--- config.mk ---
export PLATFORM = sky130hd
export DESIGN_NAME = wprot_unit
export DESIGN_NICKNAME = d
export VERILOG_FILES = /design/src/rtl/wprot_pkg.sv /design/src/rtl/wprot_gate.sv /design/src/rtl/wprot_boundary.sv /design/src/rtl/wprot_timer.sv /design/src/rtl/wprot_unit.sv
export SDC_FILE = /design/constraint.sdc
export NUM_CORES = 1
export LEC_CHECK = 0
export BUFFER_PORTS_ARGS = -buffer_cell sky130_fd_sc_hd__buf_4
export CORE_MARGIN = 8
export CORE_UTILIZATION = 47
export CTS_CLUSTER_DIAMETER = 150
export DETAILED_ROUTE_END_ITERATION = 10
export GPL_TIMING_DRIVEN = 1
export PLACE_DENSITY = 0.86
export RECOVER_POWER = 100
export SKIP_CTS_REPAIR_TIMING = 1
export SLEW_MARGIN = 10
export SYNTH_ARGS = -nofsm -noshare
export SYNTH_HDL_FRONTEND = slang
export SYNTH_SLANG_ARGS = --single-unit
--- constraint.sdc ---
create_clock -name clk -period 2 [get_ports clk]
set_input_delay 0.2 -clock clk [delete_from_list [all_inputs] [get_ports clk]]
set_output_delay 0.2 -clock clk [all_outputs]
set_load 0.02 [all_outputs]
--- src/rtl/wprot_pkg.sv ---
package wprot_pkg;

    typedef enum logic [2:0] {
        OP_LATCH_ON  = 3'd0,
        OP_LATCH_OFF = 3'd1,
        OP_WRITE     = 3'd2,
        OP_FILL      = 3'd3,
        OP_BND_OPEN  = 3'd4,
        OP_BND_LOAD  = 3'd5,
        OP_BND_CLEAR = 3'd6,
        OP_FREEZE    = 3'd7
    } op_e;

    typedef enum logic {
        WL_OFF = 1'b0,
        WL_ON  = 1'b1
    } latch_state_e;

    typedef enum logic [1:0] {
        PR_CLOSED = 2'd0,
        PR_OPEN   = 2'd1,
        PR_FROZEN = 2'd2
    } bnd_state_e;

    typedef enum logic {
        ST_IDLE = 1'b0,
        ST_PROG = 1'b1
    } tmr_state_e;

    typedef struct packed {
        logic latch_on;
        logic latch_off;
        logic write;
        logic fill;
        logic bnd_open;
        logic bnd_load;
        logic bnd_clear;
        logic freeze;
    } accept_t;

endpackage

--- src/rtl/wprot_gate.sv ---
module wprot_gate
    import wprot_pkg::*;
#(
    parameter int ADDR_W = 6
) (
    input  logic              cmd_valid,
    input  logic [2:0]        cmd_op,
    input  logic [ADDR_W-1:0] cmd_addr,
    input  logic              prog_en,
    input  logic [ADDR_W-1:0] bound,
    input  logic              latch_on,
    input  logic              bnd_open,
    input  logic              busy,
    output accept_t           acc
);
    localparam logic [ADDR_W-1:0] NONE_PROTECTED = {ADDR_W{1'b1}};

    logic addr_guarded;
    logic any_guarded;
    logic may_program;
    logic may_touch_bnd;

    always_comb begin
        addr_guarded  = (bound != NONE_PROTECTED) && (cmd_addr >= bound);
        any_guarded   = (bound != NONE_PROTECTED);
        may_program   = cmd_valid && prog_en && !busy;
        may_touch_bnd = may_program && bnd_open;
    end

    always_comb begin
        acc = '0;
        if (cmd_valid) begin
            unique case (op_e'(cmd_op))
                OP_LATCH_ON:  acc.latch_on  = prog_en;
                OP_LATCH_OFF: acc.latch_off = prog_en;
                OP_WRITE:     acc.write     = may_program && latch_on && !addr_guarded;
                OP_FILL:      acc.fill      = may_program && latch_on && !any_guarded;
                OP_BND_OPEN:  acc.bnd_open  = prog_en;
                OP_BND_LOAD:  acc.bnd_load  = may_touch_bnd;
                OP_BND_CLEAR: acc.bnd_clear = may_touch_bnd;
                OP_FREEZE:    acc.freeze    = may_touch_bnd;
                default:      acc = '0;
            endcase
        end
    end

endmodule

--- src/rtl/wprot_boundary.sv ---
module wprot_boundary
    import wprot_pkg::*;
#(
    parameter int ADDR_W = 6
) (
    input  logic              clk,
    input  logic              rst_n,
    input  accept_t           acc,
    input  logic [ADDR_W-1:0] cmd_bound,
    output logic              latch_on,
    output logic              bnd_open,
    output logic              frozen,
    output logic [ADDR_W-1:0] bound
);
    localparam logic [ADDR_W-1:0] NONE_PROTECTED = {ADDR_W{1'b1}};

    latch_state_e wl_q, wl_d;
    bnd_state_e   pr_q, pr_d;
    logic [ADDR_W-1:0] bound_q, bound_d;

    always_ff @(posedge clk or negedge rst_n) begin
        if (!rst_n) begin
            wl_q    <= WL_OFF;
            pr_q    <= PR_CLOSED;
            bound_q <= NONE_PROTECTED;
        end else begin
            wl_q    <= wl_d;
            pr_q    <= pr_d;
            bound_q <= bound_d;
        end
    end

    always_comb begin
        wl_d = wl_q;
        unique case (wl_q)
            WL_OFF: if (acc.latch_on)  wl_d = WL_ON;
            WL_ON:  if (acc.latch_off) wl_d = WL_OFF;
            default: wl_d = WL_OFF;
        endcase
    end

    always_comb begin
        pr_d    = pr_q;
        bound_d = bound_q;
        unique case (pr_q)
            PR_CLOSED: begin
                if (acc.bnd_open) pr_d = PR_OPEN;
            end
            PR_OPEN: begin
                if (acc.bnd_load)       bound_d = cmd_bound;
                else if (acc.bnd_clear) bound_d = NONE_PROTECTED;
                if (acc.freeze)         pr_d = PR_FROZEN;
            end
            PR_FROZEN: begin
                pr_d = PR_FROZEN;
            end
            default: pr_d = PR_CLOSED;
        endcase
    end

    always_comb begin
        latch_on = (wl_q == WL_ON);
        bnd_open = (pr_q == PR_OPEN);
        frozen   = (pr_q == PR_FROZEN);
        bound    = bound_q;
    end

endmodule

--- src/rtl/wprot_timer.sv ---
module wprot_timer
    import wprot_pkg::*;
#(
    parameter int PROG_CYCLES = 64
) (
    input  logic clk,
    input  logic rst_n,
    input  logic start_array,
    input  logic start_fill,
    input  logic start_other,
    output logic busy,
    output logic grant,
    output logic grant_all
);
    localparam int CNT_W = $clog2(PROG_CYCLES + 1);
    localparam logic [CNT_W-1:0] LAST = CNT_W'(PROG_CYCLES - 1);

    tmr_state_e st_q, st_d;
    logic [CNT_W-1:0] cnt_q, cnt_d;
    logic kick;

    always_comb kick = start_array || start_fill || start_other;

    always_ff @(posedge clk or negedge rst_n) begin
        if (!rst_n) begin
            st_q  <= ST_IDLE;
            cnt_q <= '0;
        end else begin
            st_q  <= st_d;
            cnt_q <= cnt_d;
        end
    end

    always_comb begin
        st_d  = st_q;
        cnt_d = cnt_q;
        unique case (st_q)
            ST_IDLE: begin
                if (kick) begin
                    st_d  = ST_PROG;
                    cnt_d = LAST;
                end
            end
            ST_PROG: begin
                if (cnt_q == '0) st_d = ST_IDLE;
                else             cnt_d = cnt_q - 1'b1;
            end
            default: st_d = ST_IDLE;
        endcase
    end

    always_ff @(posedge clk or negedge rst_n) begin
        if (!rst_n) begin
            grant     <= 1'b0;
            grant_all <= 1'b0;
        end else begin
            grant     <= (st_q == ST_IDLE) && (start_array || start_fill);
            grant_all <= (st_q == ST_IDLE) && start_fill;
        end
    end

    always_comb busy = (st_q == ST_PROG);

endmodule

--- src/rtl/wprot_unit.sv ---
module wprot_unit
    import wprot_pkg::*;
#(
    parameter int ADDR_W      = 6,
    parameter int PROG_CYCLES = 64
) (
    input  logic              clk,
    input  logic              rst_n,
    input  logic              cmd_valid,
    input  logic [2:0]        cmd_op,
    input  logic [ADDR_W-1:0] cmd_addr,
    input  logic [ADDR_W-1:0] cmd_bound,
    input  logic              prog_en,
    output logic              wr_grant,
    output logic              wr_grant_all,
    output logic [ADDR_W-1:0] prot_bound,
    output logic              busy
);
    accept_t acc;
    logic    latch_on;
    logic    bnd_open;
    logic    frozen;

    wprot_gate #(.ADDR_W(ADDR_W)) u_gate (
        .cmd_valid (cmd_valid),
        .cmd_op    (cmd_op),
        .cmd_addr  (cmd_addr),
        .prog_en   (prog_en),
        .bound     (prot_bound),
        .latch_on  (latch_on),
        .bnd_open  (bnd_open),
        .busy      (busy),
        .acc       (acc)
    );

    wprot_boundary #(.ADDR_W(ADDR_W)) u_boundary (
        .clk       (clk),
        .rst_n     (rst_n),
        .acc       (acc),
        .cmd_bound (cmd_bound),
        .latch_on  (latch_on),
        .bnd_open  (bnd_open),
        .frozen    (frozen),
        .bound     (prot_bound)
    );

    wprot_timer #(.PROG_CYCLES(PROG_CYCLES)) u_timer (
        .clk         (clk),
        .rst_n       (rst_n),
        .start_array (acc.write),
        .start_fill  (acc.fill),
        .start_other (acc.bnd_load || acc.bnd_clear || acc.freeze),
        .busy        (busy),
        .grant       (wr_grant),
        .grant_all   (wr_grant_all)
    );

endmodule

==> impl.org, run 1 <==
** Placed design
- Weighted congestion reported at the end of routability-driven placement :: 0.837
- Half-perimeter wire length of the detailed placement result :: 2150 µm
- The placed instances occupy a cell area of 1410 µm².
- PortBufs :: 27

** Pwr
- The analysis attributes to cell leakage a power of 0.701 nW.
- Power per unit of standard cell area :: 593 nW/µm²
- Worst voltage drop across the vdd grid :: 508 µV

** Cells and area
- 0 antenna diodes ended up in the layout.
- Total of fill cells in the finished design :: 212
- The area growth from synthesis to layout is 19.6%.
- Layout cells sized above 1 :: 0.233
- With fillers left out, the area of the finished cells amounts to 1430 µm².
- The net count of the finished layout is 180.

** Floorplan
- For this configuration, the core starts out at a cell density of 0.488.
- The floorplan step defined a core boundary enclosing 2450 µm².
- 28 I/O pins were placed.
- Placement row count :: 18
- The die is 66.5 µm tall.
- In this run the horizontal extent of the chip is 66.5 µm.
- Die area :: 4420 µm²

** CTS
- H-Tree Level Count :: 1
- Counting along the longest clock path gives a buffer depth of 2.
- After clock tree synthesis, the clock-pin slew on the worst setup and hold paths is 110 ps.
- TritonCTS built the clock tree.
- The cell sitting at the root of the clock tree is a sky130_fd_sc_hd__clkbuf_4.
- Buffers inserted during clock tree synthesis total 3.
- Clk_lat worst skew :: 300 ps
- Counting every sink on the clock net gives 19.

** Timing
- Final setup violation count :: 0
- Post-Route Skew :: 2.08 ps
- Slew Limit Fails :: 0
- For the pin with the worst max-slew slack, the measured transition is 1030 ps.
- Shortest period the worst path allows :: 1910 ps
- The worst pin sits at a relative slew slack of 0.313.
- Setup total negative slack on the finished layout was measured at 0 ps.
- The number of endpoints with negative hold slack in the final report came to 0.
- For this run, the top clock speed supported by timing is 0.522 GHz.
- Dividing the final minimum period by the clock period gives 0.957.

** Worst setup path
- Register-to-register path setup slack :: 90 ps
- Bufs and invs on worst path :: 1
- The kind of cell with the highest combined delay along the critical path is compound AO/OA/AOI/OAI gates.
- Arrival @ worst endpoint :: 2120 ps
- Source of the critical timing path :: u_boundary.bound[5]
- Type of element launching the critical path :: register
- In this run the worst setup path terminates at u_timer.cnt_q[6].
- The critical path is of the register to register type.
- In this design, the stage delay of the slowest critical-path cell is 570 ps.
- Slowest cell on crit path :: sky130_fd_sc_hd__dfstp_2
- Capture point of the worst reg-to-reg path :: u_timer.cnt_q[6]
- Worst EP required :: 2200 ps
- The startpoint identified for the worst register-to-register timing path is u_boundary.bound[5].
- Length in cells of the worst reg-to-reg path :: 6
- The critical path runs through a total of 6 cells.
- Cells along the critical path :: inv_1, ha_1, a211oi_2, o211ai_1, a31o_2, a32o_1
- Along the worst path, the maximum fanout reaches 9.
- STA classifies the critical path endpoint as a register.

** Route
- The detail route stage leaves a number of antenna-violating nets equal to 0.
- Dividing the detail-routed wire length by the instance count gives 15.4 µm.
- Iter 0 DRT Violations :: 20
- The final route contains 1016 vias.
- The first detailed-routing pass ran for 5 iterations.
- DRC violation count after routing :: 0
- Average vias per placed instance :: 5.64
- Detailed-route wire length :: 2760 µm

** Global route
- The first global-routing pass estimated 4710 µm of wire.
- Initial antenna violation count :: 0
- Total congestion overflow :: 0
- Pin count of the biggest net entering global routing :: 20
- Via count of the first global-routing pass :: 1053
- Across every metal layer, demand over resource in global routing totals 0.135.

** Flow run
- # Max-Cap Violations :: 0

** Synth
- Netlist cell types :: 39
- Synthesized area per cell :: 9.75 µm²
- After synthesis, the cell types taking the most area are sky130_fd_sc_hd__dfrtp_1, sky130_fd_sc_hd__dfstp_2, sky130_fd_sc_hd__ha_1.
- Of the post-synthesis cell area, the dominant cell type holds 0.271.
- The most used flip-flop cell after synthesis is sky130_fd_sc_hd__dfrtp_1.
- Area leader, netlist :: sky130_fd_sc_hd__dfrtp_1
- Summing every instance area after synthesis gives 1200 µm².
- Async S/R FF share, synth :: 1.00
- Yosys mapped a number of flops with a built-in enable equal to 0.
- Number of synthesis warnings :: 0
- Sequential area share after synthesis :: 0.403
- Counting flops and latches in the post-synthesis netlist gives 19.
- Synthesis handed over a netlist of 123 instances.
- Synth Net Count :: 152

** Worst hold path
- The path class of the tightest hold or removal check is primary input to register.

** Status
- Run status :: finished, final reports clean
[worst min path at each step]
stage / start / endpoint / slack [ps] / depth (start not counted)
CTS: rst_n / u_boundary.pr_q[1] / -250 / 1
global placement: rst_n / u_boundary.latch_on / 80 / 1
finish: cmd_op[2] / u_boundary.latch_on / 130 / 2
global route: cmd_op[2] / u_boundary.latch_on / 120 / 2
floorplan: rst_n / u_boundary.latch_on / -100 / 0
detailed placement: rst_n / u_boundary.latch_on / 90 / 1
[state kept, by name (all words and copies together) (netlist names)]
register,cells
u_boundary.bound,6
u_boundary.latch_on,1
u_boundary.pr_q,2
u_timer.busy,1
u_timer.cnt_q,7
u_timer.grant,1
u_timer.grant_all,1
[cell families after synthesis]
kind of cell / synth area share
simple gates: 0.173
compound gates: 0.191
buf+inv: 0.0877
flops: 0.403
fa+ha+maj: 0.104
mux: 0.0334
xor+xnor: 0.00731
[synth_stat cells, types with 2 or more instances]
| cell type | count |
|---|---|
| sky130_fd_sc_hd__dfrtp_1 | 13 |
| sky130_fd_sc_hd__a211oi_1 | 2 |
| sky130_fd_sc_hd__nand4b_1 | 2 |
| sky130_fd_sc_hd__ha_1 | 10 |
| sky130_fd_sc_hd__o31ai_1 | 2 |
| sky130_fd_sc_hd__a221oi_1 | 2 |
| sky130_fd_sc_hd__a31oi_1 | 6 |
| sky130_fd_sc_hd__and3b_1 | 2 |
| sky130_fd_sc_hd__nand4_1 | 4 |
| sky130_fd_sc_hd__o211ai_1 | 2 |
| sky130_fd_sc_hd__dfstp_2 | 6 |
| sky130_fd_sc_hd__nand3b_1 | 2 |
| sky130_fd_sc_hd__inv_1 | 18 |
| sky130_fd_sc_hd__nand3_1 | 4 |
| sky130_fd_sc_hd__nor3b_1 | 2 |
| sky130_fd_sc_hd__a21oi_1 | 3 |
| sky130_fd_sc_hd__nor2_1 | 7 |
| sky130_fd_sc_hd__buf_2 | 3 |
| sky130_fd_sc_hd__mux2_4 | 2 |
| sky130_fd_sc_hd__nand2_1 | 6 |
| sky130_fd_sc_hd__o22a_1 | 6 |
| sky130_fd_sc_hd__nor3_1 | 2 |
[stage by stage]
step	power, W	utilization	hold slack [ps]	setup slack [ps]	instances
after floorplan	0.000597	-	-95.6	11.6	123
after global placement	0.000648	0.574	84.8	123	175
after detailed placement	0.000669	0.574	85.5	45.1	175
after CTS	0.000864	0.585	-250	19.9	179
after global routing	0.000901	0.584	118	-1.38	180
final	0.000851	0.584	128	85.1	180
[layout by cell type, fill, tap and decap left out, drive strengths merged, types with 2 or more instances in the layout]
master / instances
a211oi: 2
a21oi: 3
a221oi: 2
a31oi: 6
and3b: 2
buf: 23
clkbuf: 8
dfrtp: 13
dfstp: 6
ha: 10
inv: 18
mux2: 2
nand2: 6
nand3: 4
nand3b: 2
nand4: 4
nand4b: 2
nor2: 7
nor3: 2
nor3b: 2
o211ai: 2
o22a: 6
o31ai: 2
or4b: 2
[final cells by class]
cell class | instances | area, µm² | share of cell area
multi-input cells | 80 | 617 | 0.430
well taps | 30 | 37.5 | 0.0262
inverters | 18 | 67.6 | 0.0471
repair buffers | 29 | 201 | 0.140
flip-flops and latches | 19 | 483 | 0.337
clock buffers | 3 | 22.5 | 0.0157
clock inverters | 1 | 5.00 | 0.00349
[power breakdown]
group / switching [W] / internal, W
clock network: 0.000119 / 0.0000746
logic: 0.0000998 / 0.000132
registers: 0.0000159 / 0.000410
total: 0.000234 / 0.000617
[layer usage]
metal	vias up	routed length, µm	GRT usage
met2	19	1490	0.239
met1	491	1170	0.154
met5	-	0	0
met4	0	13	0.0400
met3	2	91	0.0352
li1	504	-	-
(Power assumes the default switching activity.)
==> run 2, diff against run 1 <==
--- a/config.mk
+++ b/config.mk
@@ -10,8 +10,10 @@
 export CORE_UTILIZATION = 47
 export CTS_CLUSTER_DIAMETER = 150
+export CTS_CLUSTER_SIZE = 25
 export DETAILED_ROUTE_END_ITERATION = 10
 export GPL_TIMING_DRIVEN = 1
 export PLACE_DENSITY = 0.86
 export RECOVER_POWER = 100
+export SETUP_SLACK_MARGIN = 0.05
 export SKIP_CTS_REPAIR_TIMING = 1
 export SLEW_MARGIN = 10
==> constraint.sdc (replaced) <==
create_clock -name clk -period 2 [get_ports clk]
set_input_delay 0.4 -clock clk [delete_from_list [all_inputs] [get_ports clk]]
set_output_delay 0.4 -clock clk [all_outputs]
set_load 0.02 [all_outputs]
==> run 2 against run 1 <==
Compared with the run above:
- register-to-register slack better by 40 ps
- count of clock-buffer cells in the layout rose by 1
- fmax is 2.0% higher
- final area rose by 0.96%
- via count is 0.39% higher
- critical endpoint unchanged
- largest cell class unchanged
==> impl.org, run 2 (same netlist as run 1, synthesis figures left out) <==
** Status
- Run status :: finished, final reports clean (unchanged)

** Timing
- The tightest hold margin is 308 ps (was 128 ps).
- The fraction of the cycle the final worst path needs is 0.939 (was 0.957).
- Slew Limit Fails :: 0 (unchanged)
- Final setup violation count :: 0 (unchanged)
- Post-Route Skew :: 3.85 ps (was 2.08 ps)
- Setup repair after global routing left no endpoint under its margin.
- The relative slew slack is 0.328 (was 0.313).
- Hold violation count in the final report :: 0 (unchanged)
- Worst Slack Setup Final :: 123 ps (was 85.1 ps)
- Worst-Margin Slew :: 1010 ps (was 1030 ps)
- Summed negative setup slack over all endpoints :: 0 ps (unchanged)
- The shortest clock period the worst path allows after layout came to 1880 ps (was 1910 ps).
- The highest attainable clock frequency came to 0.533 GHz (was 0.522 GHz).

** Placed design
- The worst-case setup slack after placement was 91.5 ps (was 45.1 ps).
- Half-perimeter wire length of the detailed placement result :: 2100 µm (was 2150 µm)
- The placer's final routability congestion estimate is 0.869 (was 0.837).
- Instance area after placement :: 1430 µm² (was 1410 µm²)
- Cell count after placement :: 177 (was 175)
- The port buffer count is 27 (unchanged).

** Worst setup path
- Capture point of the worst reg-to-reg path :: u_timer.cnt_q[6] (unchanged)
- The arrival time reported for the critical path endpoint came to 2070 ps (was 2120 ps).
- CP Capture Type :: register (unchanged)
- Worst EP required :: 2200 ps (about the same)
- The type of origin of the critical path is a register (unchanged).
- The length in cells of the worst reg-to-reg path was 6 (unchanged).
- Register-to-register path setup slack :: 120 ps (was 90 ps)
- The master of the slowest instance on the critical path was sky130_fd_sc_hd__dfstp_2 (unchanged).
- The largest driver fanout on the critical path was 9 (unchanged).
- The launch point of the worst reg-to-reg path is u_boundary.bound[5] (unchanged).
- Crit Path Category :: register to register (unchanged)
- The largest stage delay on the critical path came to 570 ps (about the same).
- Cells along the critical path: inv_1, ha_1, a211oi_2, o211ai_1, a31o_4, a32o_1 (was inv_1, ha_1, a211oi_2, o211ai_1, a31o_2, a32o_1).

** Floorplan
- The core area was 2450 µm² (unchanged).
- The starting utilization of the core area is 0.488 (unchanged).
- I/O pins :: 28 (unchanged)
- Width of the chip :: 66.5 µm (unchanged)
- DIE HEIGHT :: 66.5 µm (unchanged)
- Placement row count :: 18 (unchanged)
- The total die area was 4420 µm² (unchanged).

** Cells and area
- Layout cells sized above 1 :: 0.230 (was 0.233)
- Area of all placed cells without fillers :: 1450 µm² (was 1430 µm²)
- Commonest non-fill, non-tap cells in the layout: sky130_fd_sc_hd__buf_4, sky130_fd_sc_hd__inv_1, sky130_fd_sc_hd__dfrtp_1 (unchanged).
- Total of fill cells in the finished design :: 206 (was 212)
- Largest register by flop count :: u_timer.cnt_q (unchanged)
- The antenna diode count was 0 (unchanged).
- The post-layout net count came to 182 (was 180).
- The filler-free cell count of the finished design is 182 (was 180).
- Number of flip-flops in the largest register :: 7 (unchanged)
- The leading cell type in the layout, fill and taps excluded was sky130_fd_sc_hd__buf_4 (unchanged).
- Area delta synth->final :: 20.8% (was 19.6%)

** Global route
- GRT Util Overall :: 0.121 (was 0.135)
- Pin count of the biggest net entering global routing :: 20 (unchanged)
- The first-pass GRT wire length came to 4360 µm (was 4710 µm).
- Initial antenna violation count :: 0 (unchanged)
- Total congestion overflow :: 0 (unchanged)
- Via count of the first global-routing pass :: 1022 (was 1053)

** Route
- Total via count after detailed routing :: 1020 (was 1016)
- The wire length per cell was 14.4 µm (was 15.4 µm).
- The residual DRC count was 0 (unchanged).
- The count of TritonRoute iterations in the first routing pass is 4 (was 5).
- Average vias per placed instance :: 5.60 (was 5.64)
- Antenna viol nets, final :: 0 (unchanged)
- Detailed-route wire length :: 2630 µm (was 2760 µm)
- Iter 0 DRT Violations :: 20 (unchanged)

** Pwr
- Power per unit of standard cell area :: 560 nW/µm² (was 593 nW/µm²)
- Combinational cell fraction of total power :: 0.233 (was 0.272)
- P_leak :: 0.698 nW (was 0.701 nW)
- Sequential Power Share :: 0.525 (was 0.500)
- The share of total power in the clock network came to 0.242 (was 0.227).
- Total net switching power :: 0.000227 W (was 0.000234 W)
- Internal Dissipation :: 0.000584 W (was 0.000617 W)
- The switching share of power is 0.280 (was 0.275).
- The maximum ir drop on the vdd rail was 530 µV (was 508 µV).

** CTS
- Clk_lat worst skew :: 300 ps (about the same)
- The post-CTS clock slew at the launch and capture registers of the worst setup and hold paths came to 110 ps (about the same).
- Total number of clock tree sinks :: 19 (unchanged)
- The TritonCTS clock tree is yes (unchanged).
- The number of H-tree levels was 1 (unchanged).
- The root buffer cell was sky130_fd_sc_hd__clkbuf_4 (unchanged).
- Largest buffer count on any clock path :: 2 (unchanged)
- Clock buffers created by TritonCTS :: 3 (unchanged)

** Flow run
- The number of maximum-capacitance violations was 0 (unchanged).

** Worst hold path
- Worst Hold Path EP :: u_boundary.latch_on (unchanged)
- The hold path startpoint was cmd_op[0] (was cmd_op[2]).
- Hold Path Depth :: 2 (unchanged)
- Type of the worst min-delay path :: primary input to register (unchanged)
## run 2: layout make-up
| cell class | count | area, µm² | share of cell area |
|---|---|---|---|
| repair buffers | 31 | 216 | 0.150 |
| multi-input cells | 80 | 617 | 0.426 |
| inverters | 18 | 67.6 | 0.0467 |
| flip-flops and latches | 19 | 483 | 0.334 |
| well taps | 30 | 37.5 | 0.0259 |
| clock buffers | 4 | 26.3 | 0.0182 |
## run 2: how the worst max path moves through the flow
stage | startpoint | endpoint | slack [ps] | cells past startpoint
6_report | u_boundary.bound[5] | u_timer.cnt_q[6] | 120 | 6
5_1_grt | u_boundary.bound[5] | u_timer.cnt_q[6] | 60 | 6
4_1_cts | u_boundary.bound[5] | u_timer.cnt_q[6] | 80 | 6
3_5_place_dp | cmd_op[1] | u_boundary.pr_q[1] | 90 | 5
3_3_place_gp | cmd_op[1] | u_boundary.pr_q[1] | 150 | 5
2_1_floorplan | u_boundary.bound[5] | u_timer.cnt_q[6] | 60 | 7
## run 2: power groups by stage
stage | Sequential [W] | Clock [W] | Combinational [W]
floorplan | 0.000429 | 0 | 0.000170
global placement | 0.000432 | 0 | 0.000216
detailed placement | 0.000432 | 0 | 0.000236
CTS | 0.000427 | 0.000201 | 0.000234
global route | 0.000428 | 0.000216 | 0.000214
finish | 0.000426 | 0.000197 | 0.000189
## run 2: stage by stage
step	power [W]	util
final	0.000811	0.590
after global routing	0.000857	0.590
after CTS	0.000863	0.593
after detailed placement	0.000668	0.582
after global placement	0.000648	0.582
after floorplan	0.000599	-
## run 2: critical path: cells and delay by family, from the launching register on
family | cells | cell delay, ps
buffers and inverters | 1 | 50
DFF | 1 | 570
AOI/OAI and AO/OA | 4 | 850
adders and majority gates | 1 | 300
## run 2: metal layers
metal | wire (µm) | vias to the layer above | track usage
li1 | - | 504 | -
met1 | 1170 | 494 | 0.143
met2 | 1370 | 18 | 0.212
met3 | 73 | 4 | 0.0285
met4 | 17 | 0 | 0.0373
met5 | 0 | - | 0
==> run 3, diff against run 2 <==
Settings changed: SYNTH_HIERARCHICAL set to 1.
==> run 3 against run 2 <==
Compared with the run above:
- the run now ends with setup timing left
- fmax fell by 8.4%
- die area fell by 1.5%
- power rose by 4.1%
- cell count rose by 4.9%
- critical endpoint is now u_timer/cnt_q[4]
- largest cell class unchanged
- largest power group unchanged
==> impl.org, run 3 <==
** Status
- Run status :: finished, violations left (was finished, final reports clean)
- The checks that failed: setup timing.

** Route
- Average vias per placed instance :: 5.59 (was 5.60)
- The wire length per cell was 15.0 µm (was 14.4 µm).
- Iter 0 DRT Violations :: 58 (was 20)
- Total via count after detailed routing :: 1067 (was 1020)
- Antenna viol nets, final :: 0 (unchanged)
- Detailed-route wire length :: 2870 µm (was 2630 µm)
- The count of TritonRoute iterations in the first routing pass came to 6 (was 4).
- The residual DRC count was 0 (unchanged).

** Worst setup path
- Arrival @ worst endpoint :: 2280 ps (was 2070 ps)
- The type of origin of the critical path is a register (unchanged).
- Slowest cell on crit path :: sky130_fd_sc_hd__dfstp_2 (unchanged)
- Worst path top cell family by delay :: compound AO/OA/AOI/OAI gates (unchanged)
- The worst endpoint required time came to 2230 ps (was 2200 ps).
- The type of destination of the critical path was a register (unchanged).
- Cells along the critical path :: inv_1, ha_2, a211o_1, a21oi_2, o21ai_2, a311oi_2, or3_4, nand2_4, a31oi_1 (was inv_1, ha_1, a211oi_2, o211ai_1, a31o_4, a32o_1)
- The largest stage delay on the critical path was 550 ps (was 570 ps).
- Bufs and invs on worst path :: 1 (unchanged)
- The largest driver fanout on the critical path is 5 (was 9).
- Crit Path Category :: register to register (unchanged)

** CTS
- The number of H-tree levels came to 1 (unchanged).
- Clk_lat worst skew :: 300 ps (about the same)
- The number of clock sinks came to 19 (unchanged).
- Largest buffer count on any clock path :: 2 (unchanged)
- The root buffer cell is sky130_fd_sc_hd__clkbuf_4 (unchanged).
- The TritonCTS clock tree is yes (unchanged).
- Worst-path clk slew :: 110 ps (about the same)
- The TritonCTS buffer count was 3 (unchanged).

** Cells and area
- The register ranked first by flip-flop count is u_timer/cnt_q (was u_timer.cnt_q).
- The leading cell type in the layout, fill and taps excluded is sky130_fd_sc_hd__buf_4 (unchanged).
- Number of flip-flops in the largest register :: 7 (unchanged)
- The share of final-layout standard cells stronger than drive strength 1 is 0.373 (was 0.230).
- The post-layout net count is 192 (was 182).
- The area overhead of the layout relative to synthesis came to 33.1% (was 20.8%).
- The fill cell instance count of the final layout came to 184 (was 206).
- Inserted Diodes :: 0 (unchanged)
- Commonest non-fill, non-tap cells in the layout :: sky130_fd_sc_hd__buf_4, sky130_fd_sc_hd__inv_1, sky130_fd_sc_hd__dfrtp_1 (unchanged)
- The core utilization of the finished layout is 0.643 (was 0.590).

** Pwr
- The static leakage was 0.707 nW (was 0.698 nW).
- The power density relative to cell area is 540 nW/µm² (was 560 nW/µm²).
- The maximum ir drop on the vdd rail was 715 µV (was 530 µV).
- The post-layout total power was 0.000844 W (was 0.000811 W).

** Synth
- The synthesized netlist net count is 149 (was 152).
- Cell area after technology mapping :: 1170 µm² (was 1200 µm²)
- The cell count after synthesis is 119 (was 123).
- The total number of yosys warnings came to 6 (was 0).
- The synthesized area per cell was 9.87 µm² (was 9.75 µm²).

** Global route
- The number of global-route vias before repair came to 1081 (was 1022).
- The combined global-route utilization of all metal layers is 0.129 (was 0.121).
- Initial antenna violation count :: 0 (unchanged)
- The pin count of the biggest net entering global routing is 20 (unchanged).
- The first-pass GRT wire length came to 4490 µm (was 4360 µm).
- The overall overflow remaining after global route was 0 (unchanged).

** Flow run
- # Max-Cap Violations :: 0 (unchanged)

** Timing
- The number of endpoints with negative hold slack in the final report is 0 (unchanged).
- Shortest period the worst path allows :: 2050 ps (was 1880 ps)
- Unrepaired setup endpoints after global routing :: yes (was no)
- The final number of setup-violating endpoints is 4 (was 0).
- Slew Limit Fails :: 0 (unchanged)
- The fraction of the cycle the final worst path needs was 1.02 (was 0.939).
- The worst clock skew is 6.84 ps (was 3.85 ps).
- Worst Slack Setup Final :: -49.5 ps (was 123 ps)
- Worst-Margin Slew :: 1040 ps (was 1010 ps)
- The highest attainable clock frequency was 0.488 GHz (was 0.533 GHz).
- Max_slew headroom :: 0.308 (was 0.328)

** Floorplan
- The die width is 66.0 µm (was 66.5 µm).
- The core area was 2430 µm² (was 2450 µm²).
- The I/O pin count came to 28 (unchanged).
- Initial standard-cell utilization of the core :: 0.483 (was 0.488)
- The die height is 66.0 µm (was 66.5 µm).
- The total die area was 4360 µm² (was 4420 µm²).
- Placement row count :: 18 (unchanged)

** Worst hold path
- Type of the worst min-delay path :: primary input to register (unchanged)

** Placed design
- Weighted congestion reported at the end of routability-driven placement :: 0.870 (was 0.869)
- The HPWL after detailed placement came to 2190 µm (was 2100 µm).
- PortBufs :: 27 (unchanged)
## run 3: metrics by stage
stage / instances / hold slack [ps] / setup slack [ps] / area (µm²) / TNS (ps)
after global placement: 179 / 283 / 20.6 / 1460 / 0
after floorplan: 119 / 104 / 41.5 / 1200 / 0
after global routing: 191 / 314 / -131 / 1560 / -676
after detailed placement: 179 / 289 / -28.3 / 1460 / -72.0
final: 191 / 327 / -49.5 / 1560 / -103
after CTS: 183 / -40.8 / -62.0 / 1490 / -177
## run 3: worst paths after layout
kind / start / end / slack, ps / cells after the start
setup / recovery: u_boundary/bound[4] / u_timer/cnt_q[4] / -50 / 9
hold reg to reg: u_boundary/latch_on / u_boundary/latch_on / 490 / 1
max in group asynchronous: rst_n / u_timer/cnt_q[0] / 590 / 2
min in group asynchronous: rst_n / u_boundary/pr_q[0] / 790 / 2
hold / removal: cmd_bound[4] / u_boundary/bound[4] / 330 / 2
setup reg to reg: u_boundary/bound[4] / u_timer/cnt_q[4] / -50 / 9
## run 3: final cells by class
cell class | instances | area, µm² | area share
Multi-Input combinational cell | 84 | 688 | 0.440
Sequential cell | 19 | 483 | 0.309
Timing Repair Buffer | 38 | 269 | 0.172
Inverter | 16 | 60.1 | 0.0384
Tap cell | 30 | 37.5 | 0.0240
Clock buffer | 4 | 26.3 | 0.0168
## run 3: power by group
group          leakage, nW  internal (W)  switching [W]  total [W]
Combinational        0.479      0.000123       0.000101   0.000224
Sequential           0.213      0.000411      0.0000148   0.000426
Clock               0.0150     0.0000778       0.000117   0.000194
Total                0.707      0.000612       0.000232   0.000844
## run 3: routing by layer
layer | vias to the layer above | share of wire | global-route usage
li1 | 508 | - | -
met1 | 521 | 0.41 | 0.133
met2 | 33 | 0.52 | 0.231
met3 | 5 | 0.058 | 0.0458
met4 | 0 | 0.014 | 0.0507
met5 | - | 0 | 0
